`config.mk`:
```
export PLATFORM = sky130hd
export DESIGN_NAME = pwr_mode_seq
export DESIGN_NICKNAME = d
export VERILOG_FILES = /design/src/rtl/pwr_mode_pkg.sv /design/src/rtl/pwr_mode_reg.sv /design/src/rtl/pwr_step_ctr.sv /design/src/rtl/pwr_fsm.sv /design/src/rtl/pwr_gate_dec.sv /design/src/rtl/pwr_mode_seq.sv
export SDC_FILE = /design/constraint.sdc
export NUM_CORES = 1
export LEC_CHECK = 0
export BUFFER_PORTS_ARGS = -buffer_cell sky130_fd_sc_hd__buf_4
export CAP_MARGIN = 10
export CORE_UTILIZATION = 25
export DETAILED_ROUTE_END_ITERATION = 10
export HOLD_SLACK_MARGIN = 0.08
export PLACE_DENSITY = 0.53
export SYNTH_ARGS = -nofsm -noshare
export SYNTH_HDL_FRONTEND = slang
export SYNTH_SLANG_ARGS = --single-unit
```
`constraint.sdc`:
```
create_clock -name clk -period 5.6 [get_ports clk]
set_clock_uncertainty 0.15 [all_clocks]
set_input_delay 0.56 -clock clk [delete_from_list [all_inputs] [get_ports clk]]
set_output_delay 0.56 -clock clk [all_outputs]
set_load 0.1 [all_outputs]
```
`src/rtl/pwr_mode_pkg.sv`:
```
package pwr_mode_pkg;

  typedef enum logic [3:0] {
    ST_FULL,
    ST_DOZE_ENT,
    ST_DOZE,
    ST_COPYBACK,
    ST_QREQ,
    ST_LP_ENT,
    ST_NAP,
    ST_SLEEP,
    ST_WAKE
  } pwr_st_e;

  typedef enum logic [1:0] {
    LVL_FULL  = 2'd0,
    LVL_DOZE  = 2'd1,
    LVL_NAP   = 2'd2,
    LVL_SLEEP = 2'd3
  } pwr_lvl_e;

endpackage

```
`src/rtl/pwr_mode_reg.sv`:
```
module pwr_mode_reg
  import pwr_mode_pkg::*;
#(
  parameter int MODE_W    = 32,
  parameter int DOZE_BIT  = 8,
  parameter int NAP_BIT   = 9,
  parameter int SLEEP_BIT = 10
) (
  input  logic              clk,
  input  logic              rst_n,
  input  logic              soft_rst,
  input  logic              wr_en,
  input  logic [MODE_W-1:0] wr_data,
  input  logic              clr_lvl,
  output pwr_lvl_e          req_lvl
);

  logic doze_q, nap_q, sleep_q;
  logic unused_wdata;

  // Only the three level bits are held; the rest of the word has no function here.
  assign unused_wdata = ^wr_data;

  always_ff @(posedge clk or negedge rst_n) begin
    if (!rst_n) begin
      doze_q  <= 1'b0;
      nap_q   <= 1'b0;
      sleep_q <= 1'b0;
    end else if (soft_rst) begin
      doze_q  <= 1'b0;
      nap_q   <= 1'b0;
      sleep_q <= 1'b0;
    end else if (wr_en) begin
      doze_q  <= wr_data[DOZE_BIT];
      nap_q   <= wr_data[NAP_BIT];
      sleep_q <= wr_data[SLEEP_BIT];
    end else if (clr_lvl) begin
      doze_q  <= 1'b0;
      nap_q   <= 1'b0;
      sleep_q <= 1'b0;
    end
  end

  // Deepest requested level wins.
  always_comb begin
    if (sleep_q)     req_lvl = LVL_SLEEP;
    else if (nap_q)  req_lvl = LVL_NAP;
    else if (doze_q) req_lvl = LVL_DOZE;
    else             req_lvl = LVL_FULL;
  end

endmodule

```
`src/rtl/pwr_step_ctr.sv`:
```
module pwr_step_ctr #(
  parameter int CNT_W = 3
) (
  input  logic             clk,
  input  logic             rst_n,
  input  logic             run,
  input  logic [CNT_W-1:0] lim,
  output logic             done
);

  logic [CNT_W-1:0] cnt_q;

  always_ff @(posedge clk or negedge rst_n) begin
    if (!rst_n)   cnt_q <= '0;
    else if (run) cnt_q <= cnt_q + 1'b1;
    else          cnt_q <= '0;
  end

  // The final step of a window of lim edges.
  assign done = run && (cnt_q == lim - 1'b1);

endmodule

```
`src/rtl/pwr_fsm.sv`:
```
module pwr_fsm
  import pwr_mode_pkg::*;
(
  input  logic     clk,
  input  logic     rst_n,
  input  logic     soft_rst,
  input  pwr_lvl_e req_lvl,
  input  logic     irq_any,
  input  logic     dec_evt,
  input  logic     snoop_hit,
  input  logic     qack,
  input  logic     cb_ready,
  input  logic     ctr_done,
  output pwr_st_e  state,
  output pwr_lvl_e tgt,
  output logic     clr_lvl,
  output logic     ctr_run
);

  pwr_st_e  st_q, st_d;
  pwr_lvl_e tgt_q, tgt_d;
  logic     wake;

  // The decrementer only counts while the time base runs, which is every level except sleep.
  assign wake = irq_any || (dec_evt && (tgt_q != LVL_SLEEP));

  always_comb begin
    st_d    = st_q;
    tgt_d   = tgt_q;
    clr_lvl = 1'b0;
    unique case (st_q)
      ST_FULL: begin
        if (req_lvl == LVL_DOZE) begin
          tgt_d = LVL_DOZE;
          st_d  = ST_DOZE_ENT;
        end else if (req_lvl != LVL_FULL) begin
          tgt_d = req_lvl;
          st_d  = ST_QREQ;
        end
      end
      ST_DOZE_ENT: begin
        if (wake) begin
          st_d    = ST_FULL;
          clr_lvl = 1'b1;
        end else if (ctr_done) begin
          st_d = ST_DOZE;
        end
      end
      ST_QREQ: begin
        if (wake) begin
          st_d    = ST_FULL;
          clr_lvl = 1'b1;
        end else if (qack) begin
          st_d = ST_LP_ENT;
        end
      end
      ST_LP_ENT: begin
        if (wake) begin
          st_d    = ST_FULL;
          clr_lvl = 1'b1;
        end else if (ctr_done) begin
          st_d = (tgt_q == LVL_SLEEP) ? ST_SLEEP : ST_NAP;
        end
      end
      ST_DOZE: begin
        if (wake) begin
          st_d    = ST_WAKE;
          clr_lvl = 1'b1;
        end else if (snoop_hit) begin
          st_d = ST_COPYBACK;
        end
      end
      ST_COPYBACK: begin
        if (cb_ready) st_d = ST_DOZE;
      end
      ST_NAP, ST_SLEEP: begin
        if (wake) begin
          st_d    = ST_WAKE;
          clr_lvl = 1'b1;
        end
      end
      ST_WAKE: begin
        if (ctr_done) st_d = ST_FULL;
      end
      default: st_d = ST_FULL;
    endcase
  end

  always_ff @(posedge clk or negedge rst_n) begin
    if (!rst_n) begin
      st_q  <= ST_FULL;
      tgt_q <= LVL_FULL;
    end else if (soft_rst) begin
      st_q  <= ST_FULL;
      tgt_q <= LVL_FULL;
    end else begin
      st_q  <= st_d;
      tgt_q <= tgt_d;
    end
  end

  assign state   = st_q;
  assign tgt     = tgt_q;
  assign ctr_run = (st_q == ST_DOZE_ENT) || (st_q == ST_LP_ENT) || (st_q == ST_WAKE);

endmodule

```
`src/rtl/pwr_gate_dec.sv`:
```
module pwr_gate_dec
  import pwr_mode_pkg::*;
#(
  parameter int NUM_UNITS  = 8,
  parameter int BIU_IDX    = 0,
  parameter int DCACHE_IDX = 1
) (
  input  pwr_st_e               state,
  input  pwr_lvl_e              tgt,
  output logic [NUM_UNITS-1:0]  unit_clk_en,
  output logic                  snoop_en,
  output logic                  dcache_en,
  output logic                  tb_en,
  output logic                  qreq,
  output logic                  cb_valid,
  output logic [1:0]            pstate
);

  pwr_lvl_e lvl_now;
  logic     full_on, doze_on, cb_on;

  // The committed level is held through the wake window as well.
  always_comb begin
    unique case (state)
      ST_DOZE, ST_COPYBACK, ST_NAP, ST_SLEEP, ST_WAKE: lvl_now = tgt;
      default:                                         lvl_now = LVL_FULL;
    endcase
  end

  assign full_on = (lvl_now == LVL_FULL);
  assign doze_on = (lvl_now == LVL_DOZE);
  assign cb_on   = (state == ST_COPYBACK);

  for (genvar u = 0; u < NUM_UNITS; u++) begin : g_unit
    if (u == BIU_IDX) begin : g_biu
      assign unit_clk_en[u] = full_on || doze_on;
    end else if (u == DCACHE_IDX) begin : g_dc
      assign unit_clk_en[u] = full_on || cb_on;
    end else begin : g_other
      assign unit_clk_en[u] = full_on;
    end
  end

  assign snoop_en  = (full_on || doze_on) && (state != ST_LP_ENT);
  assign dcache_en = full_on || cb_on;
  assign tb_en     = (lvl_now != LVL_SLEEP);
  assign qreq      = (state == ST_QREQ) || (state == ST_LP_ENT) ||
                     (state == ST_NAP)  || (state == ST_SLEEP);
  assign cb_valid  = cb_on;
  assign pstate    = lvl_now;

endmodule

```
`src/rtl/pwr_mode_seq.sv`:
```
module pwr_mode_seq
  import pwr_mode_pkg::*;
#(
  parameter int MODE_W     = 32,
  parameter int NUM_UNITS  = 8,
  parameter int BIU_IDX    = 0,
  parameter int DCACHE_IDX = 1,
  parameter int ENTRY_DLY  = 4,
  parameter int WAKE_LAT   = 2
) (
  input  logic                 clk,
  input  logic                 rst_n,
  input  logic                 soft_rst,
  input  logic                 mode_wr,
  input  logic [MODE_W-1:0]    mode_wdata,
  input  logic                 ext_int,
  input  logic                 smi,
  input  logic                 mchk,
  input  logic                 dec_evt,
  input  logic                 snoop_hit,
  input  logic                 qack,
  input  logic                 cb_ready,
  output logic                 qreq,
  output logic [NUM_UNITS-1:0] unit_clk_en,
  output logic                 snoop_en,
  output logic                 dcache_en,
  output logic                 tb_en,
  output logic                 cb_valid,
  output logic [1:0]           pstate
);

  localparam int MAX_DLY = (ENTRY_DLY > WAKE_LAT) ? ENTRY_DLY : WAKE_LAT;
  localparam int CNT_W   = $clog2(MAX_DLY + 1);
  localparam logic [CNT_W-1:0] ENT_LIM  = CNT_W'(ENTRY_DLY);
  localparam logic [CNT_W-1:0] WAKE_LIM = CNT_W'(WAKE_LAT);

  pwr_lvl_e         req_lvl, tgt;
  pwr_st_e          state;
  logic             clr_lvl, ctr_run, ctr_done;
  logic [CNT_W-1:0] ctr_lim;

  pwr_mode_reg #(
    .MODE_W(MODE_W), .DOZE_BIT(8), .NAP_BIT(9), .SLEEP_BIT(10)
  ) i_mode (
    .clk(clk), .rst_n(rst_n), .soft_rst(soft_rst),
    .wr_en(mode_wr), .wr_data(mode_wdata), .clr_lvl(clr_lvl),
    .req_lvl(req_lvl)
  );

  assign ctr_lim = (state == ST_WAKE) ? WAKE_LIM : ENT_LIM;

  pwr_step_ctr #(.CNT_W(CNT_W)) i_ctr (
    .clk(clk), .rst_n(rst_n), .run(ctr_run && !soft_rst),
    .lim(ctr_lim), .done(ctr_done)
  );

  pwr_fsm i_fsm (
    .clk(clk), .rst_n(rst_n), .soft_rst(soft_rst),
    .req_lvl(req_lvl), .irq_any(ext_int || smi || mchk), .dec_evt(dec_evt),
    .snoop_hit(snoop_hit), .qack(qack), .cb_ready(cb_ready),
    .ctr_done(ctr_done), .state(state), .tgt(tgt),
    .clr_lvl(clr_lvl), .ctr_run(ctr_run)
  );

  pwr_gate_dec #(
    .NUM_UNITS(NUM_UNITS), .BIU_IDX(BIU_IDX), .DCACHE_IDX(DCACHE_IDX)
  ) i_dec (
    .state(state), .tgt(tgt),
    .unit_clk_en(unit_clk_en), .snoop_en(snoop_en), .dcache_en(dcache_en),
    .tb_en(tb_en), .qreq(qreq), .cb_valid(cb_valid), .pstate(pstate)
  );

endmodule

```
==> flow_metrics.env <==
export IMPL_ys_types=42
export IMPL_grt_max_degree=15
export IMPL_hpwl_um=1670
export IMPL_firstDrtPassIters=4
export IMPL_core_sq_um=3440
export IMPL_period_share=0.530
export IMPL_die_area_sq_um=3950
export IMPL_cts_tree="yes"
export IMPL_dr_total_vias=863
export IMPL_maxCapViolCount=0
export IMPL_start_util=0.269
export IMPL_gr_total_overflow=0
export IMPL_wl_per_cell_um=12.4
export IMPL_groute_usage_overall=0.118
export IMPL_final_common_cell="buf_4"
export IMPL_setup_violations=0
export IMPL_ys_flop_type="dfrtp_1"
export IMPL_fmax_ghz=0.337
export IMPL_drive_above_1_share=0.287
export IMPL_syn_area_per_cell_sq_um=8.48
export IMPL_postCtsSetupBuffers=0
export IMPL_required_ns=4.89
export IMPL_io_buffer_count=28
export IMPL_status="finished clean"
export IMPL_synth_top_area_cell="dfrtp_1"
export IMPL_async_reset_ff_frac=1.00
export IMPL_powerDensity_nw_per_um2=241
export IMPL_diodes=0
export IMPL_p_total_uw=278
export IMPL_row_count=21
export IMPL_die_h_um=62.8
export IMPL_seq_area_frac_synth=0.325
export IMPL_grt_first_pass_wirelength_um=3680
export IMPL_cts_buffer_depth=2
export IMPL_syn2layout_area_growth_pct=25.2
export IMPL_period_minus_slack_ns=2.97
export IMPL_path_class="flip-flop to primary output"
export IMPL_p_leak_uw=0.000482
export IMPL_pin_count=58
export IMPL_critPathMaxFanout=14
export IMPL_tightest_slew_ns=0.936
export IMPL_final_cell_mix="buf_4 (28), dfrtp_1 (12), nor2_1 (11), inv_1 (8), nand2_1 (7)"
export IMPL_synth_nets=153
export IMPL_ant_nets=0
export IMPL_yosys_warnings=0
export IMPL_grt_pass1_vias=807
export IMPL_synth_top_cell_area_share=0.325
export IMPL_internal_power_uw=177
export IMPL_switching_share=0.364
export IMPL_die_x_um=62.8
export IMPL_share_comb_of_total_power=0.339
export IMPL_mappedNetlistArea_sq_um=925
export IMPL_p_switching_uw=101
export IMPL_utilization=0.336
export IMPL_cts_sinks=12
export IMPL_synth_edf_count=0
export IMPL_place_gp_congestion=0.785
export IMPL_hold_viol_final=0
export IMPL_relSlewSlack=0.371
export IMPL_post_drt_via_cell_ratio=4.93
export IMPL_cts_clk_slew_worst_paths_ns=0.05
export IMPL_start_kind="flip-flop"
export IMPL_pre_cts_ws_ns=2.88
export IMPL_post_cts_resized=0
export IMPL_p_clk_frac=0.280
export IMPL_clkLatencyLatePin_ns=0.24
export IMPL_drc_errors=0
export IMPL_drt_total_wl_um=2170
export IMPL_drt_iter0_drc=55
export IMPL_nNetsFinal=175
export IMPL_hold_path_class="flip-flop to flip-flop"
export IMPL_ctsHtreeMaxLevel=1
export IMPL_antenna_found_initial=0
export IMPL_critPathCaptureType="primary output"
export IMPL_fin_ws_ns=2.63
export IMPL_setup_tns_ns=0
export IMPL_maxSlewViolCount=0
export IMPL_cts_made_buffers=3
export IMPL_synth_seq_cells=12
export IMPL_syn_inst=109
export IMPL_root_buffer="clkbuf_8"
export IMPL_rsz0062_at_grt="false"
export IMPL_power_frac_seq=0.381
export IMPL_synthTopCellsByArea="dfrtp_1 (32%), buf_4 (5.7%), nor2_1 (4.5%), xnor2_1 (3.8%), nand2b_1 (3.4%)"
export IMPL_peakVddDrop_mv=0.0674
export IMPL_arrival_ns=2.26
==> final cells by class <==
class | instances | area [sq um]
flip-flops and latches | 12 | 300
clock buffers | 3 | 41.3
multi-input cells | 77 | 508
well taps | 46 | 57.6
repair buffers | 29 | 220
fillers | 365 | 2280
inverters | 8 | 30.0
==> cells in the mapped netlist, drive strengths merged, types with 2 or more instances <==
cell,count
xnor2,4
a21oi,5
nand2,7
nor3,6
o22ai,3
dfrtp,12
inv,8
o21ai,5
buf,10
nor2,11
clkbuf,2
nand3,2
a211oi,2
nand2b,5
a22o,3
==> worst max-delay path: stages (launching register included) <==
cell	delay (ns)
dfrtp_1	0.64
inv_1	0.18
o21ai_0	0.38
o21ai_0	0.33
nand2b_1	0.25
buf_4	0.23
==> metal layers <==
metal	GRT usage	part of all wire
met1	0.156	0.47
met2	0.177	0.46
met3	0.0201	0.049
met4	0.0756	0.022
met5	0	0
==> per-stage QoR <==
step / hold slack [ns] / cells / area [sq um]
floorplan: 0.114 / 109 / 925
global placement: 0.255 / 171 / 1110
detailed placement: 0.259 / 171 / 1110
CTS: 0.317 / 175 / 1160
global route: 0.350 / 175 / 1160
finish: 0.313 / 175 / 1160
==> kinds of logic after synthesis <==
kind of cell | count (synthesis) | share of synthesized area
compound gates | 30 | 0.245
xor+xnor | 4 | 0.0379
fa+ha+maj | 1 | 0.0135
buf+inv | 20 | 0.126
flops | 12 | 0.325
mux | 2 | 0.0271
simple gates | 40 | 0.226
==> what timing repair did <==
item,4_1_cts,5_1_grt
endpoints found under the setup margin,0,0
hold buffers,1,0
hold endpoints to repair,12,0
==> sequential cells by signal, summed over array words and instances, names as in the netlist <==
signal and flops:
i_mode.sleep_q 1, i_fsm.tgt 2, i_mode.doze_q 1, i_fsm.state 4, i_mode.nap_q 1, i_ctr.cnt_q 3
==> final timing paths <==
| check | start | to | slack, ns | cells past startpoint |
|---|---|---|---|---|
| worst max-delay path | i_fsm.state[1]$_DFFE_PN0P_ | dcache_en | 2.63 | 5 |
| worst min-delay path | i_ctr.cnt_q[0]$_DFF_PN0_ | i_ctr.cnt_q[0]$_DFF_PN0_ | 0.31 | 1 |
| worst max register to register | i_fsm.state[1]$_DFFE_PN0P_ | i_fsm.state[2]$_DFFE_PN0P_ | 3.17 | 4 |
| worst min register to register | i_ctr.cnt_q[0]$_DFF_PN0_ | i_ctr.cnt_q[0]$_DFF_PN0_ | 0.31 | 1 |
| max in group asynchronous | rst_n | i_fsm.state[1]$_DFFE_PN0P_ | 4.60 | 2 |
| min in group asynchronous | rst_n | i_fsm.tgt[0]$_DFFE_PN0P_ | 0.55 | 2 |
==> power groups by stage <==
| stage | Clock [uW] | Combinational, uW | Sequential, uW |
|---|---|---|---|
| floorplan | 0 | 80.8 | 100 |
| global placement | 0 | 93.1 | 107 |
| detailed placement | 0 | 93.4 | 107 |
| CTS | 78.9 | 94.2 | 106 |
| global route | 83.4 | 102 | 108 |
| finish | 78.0 | 94.5 | 106 |
Note: power is estimated with default switching activity, not from simulation.
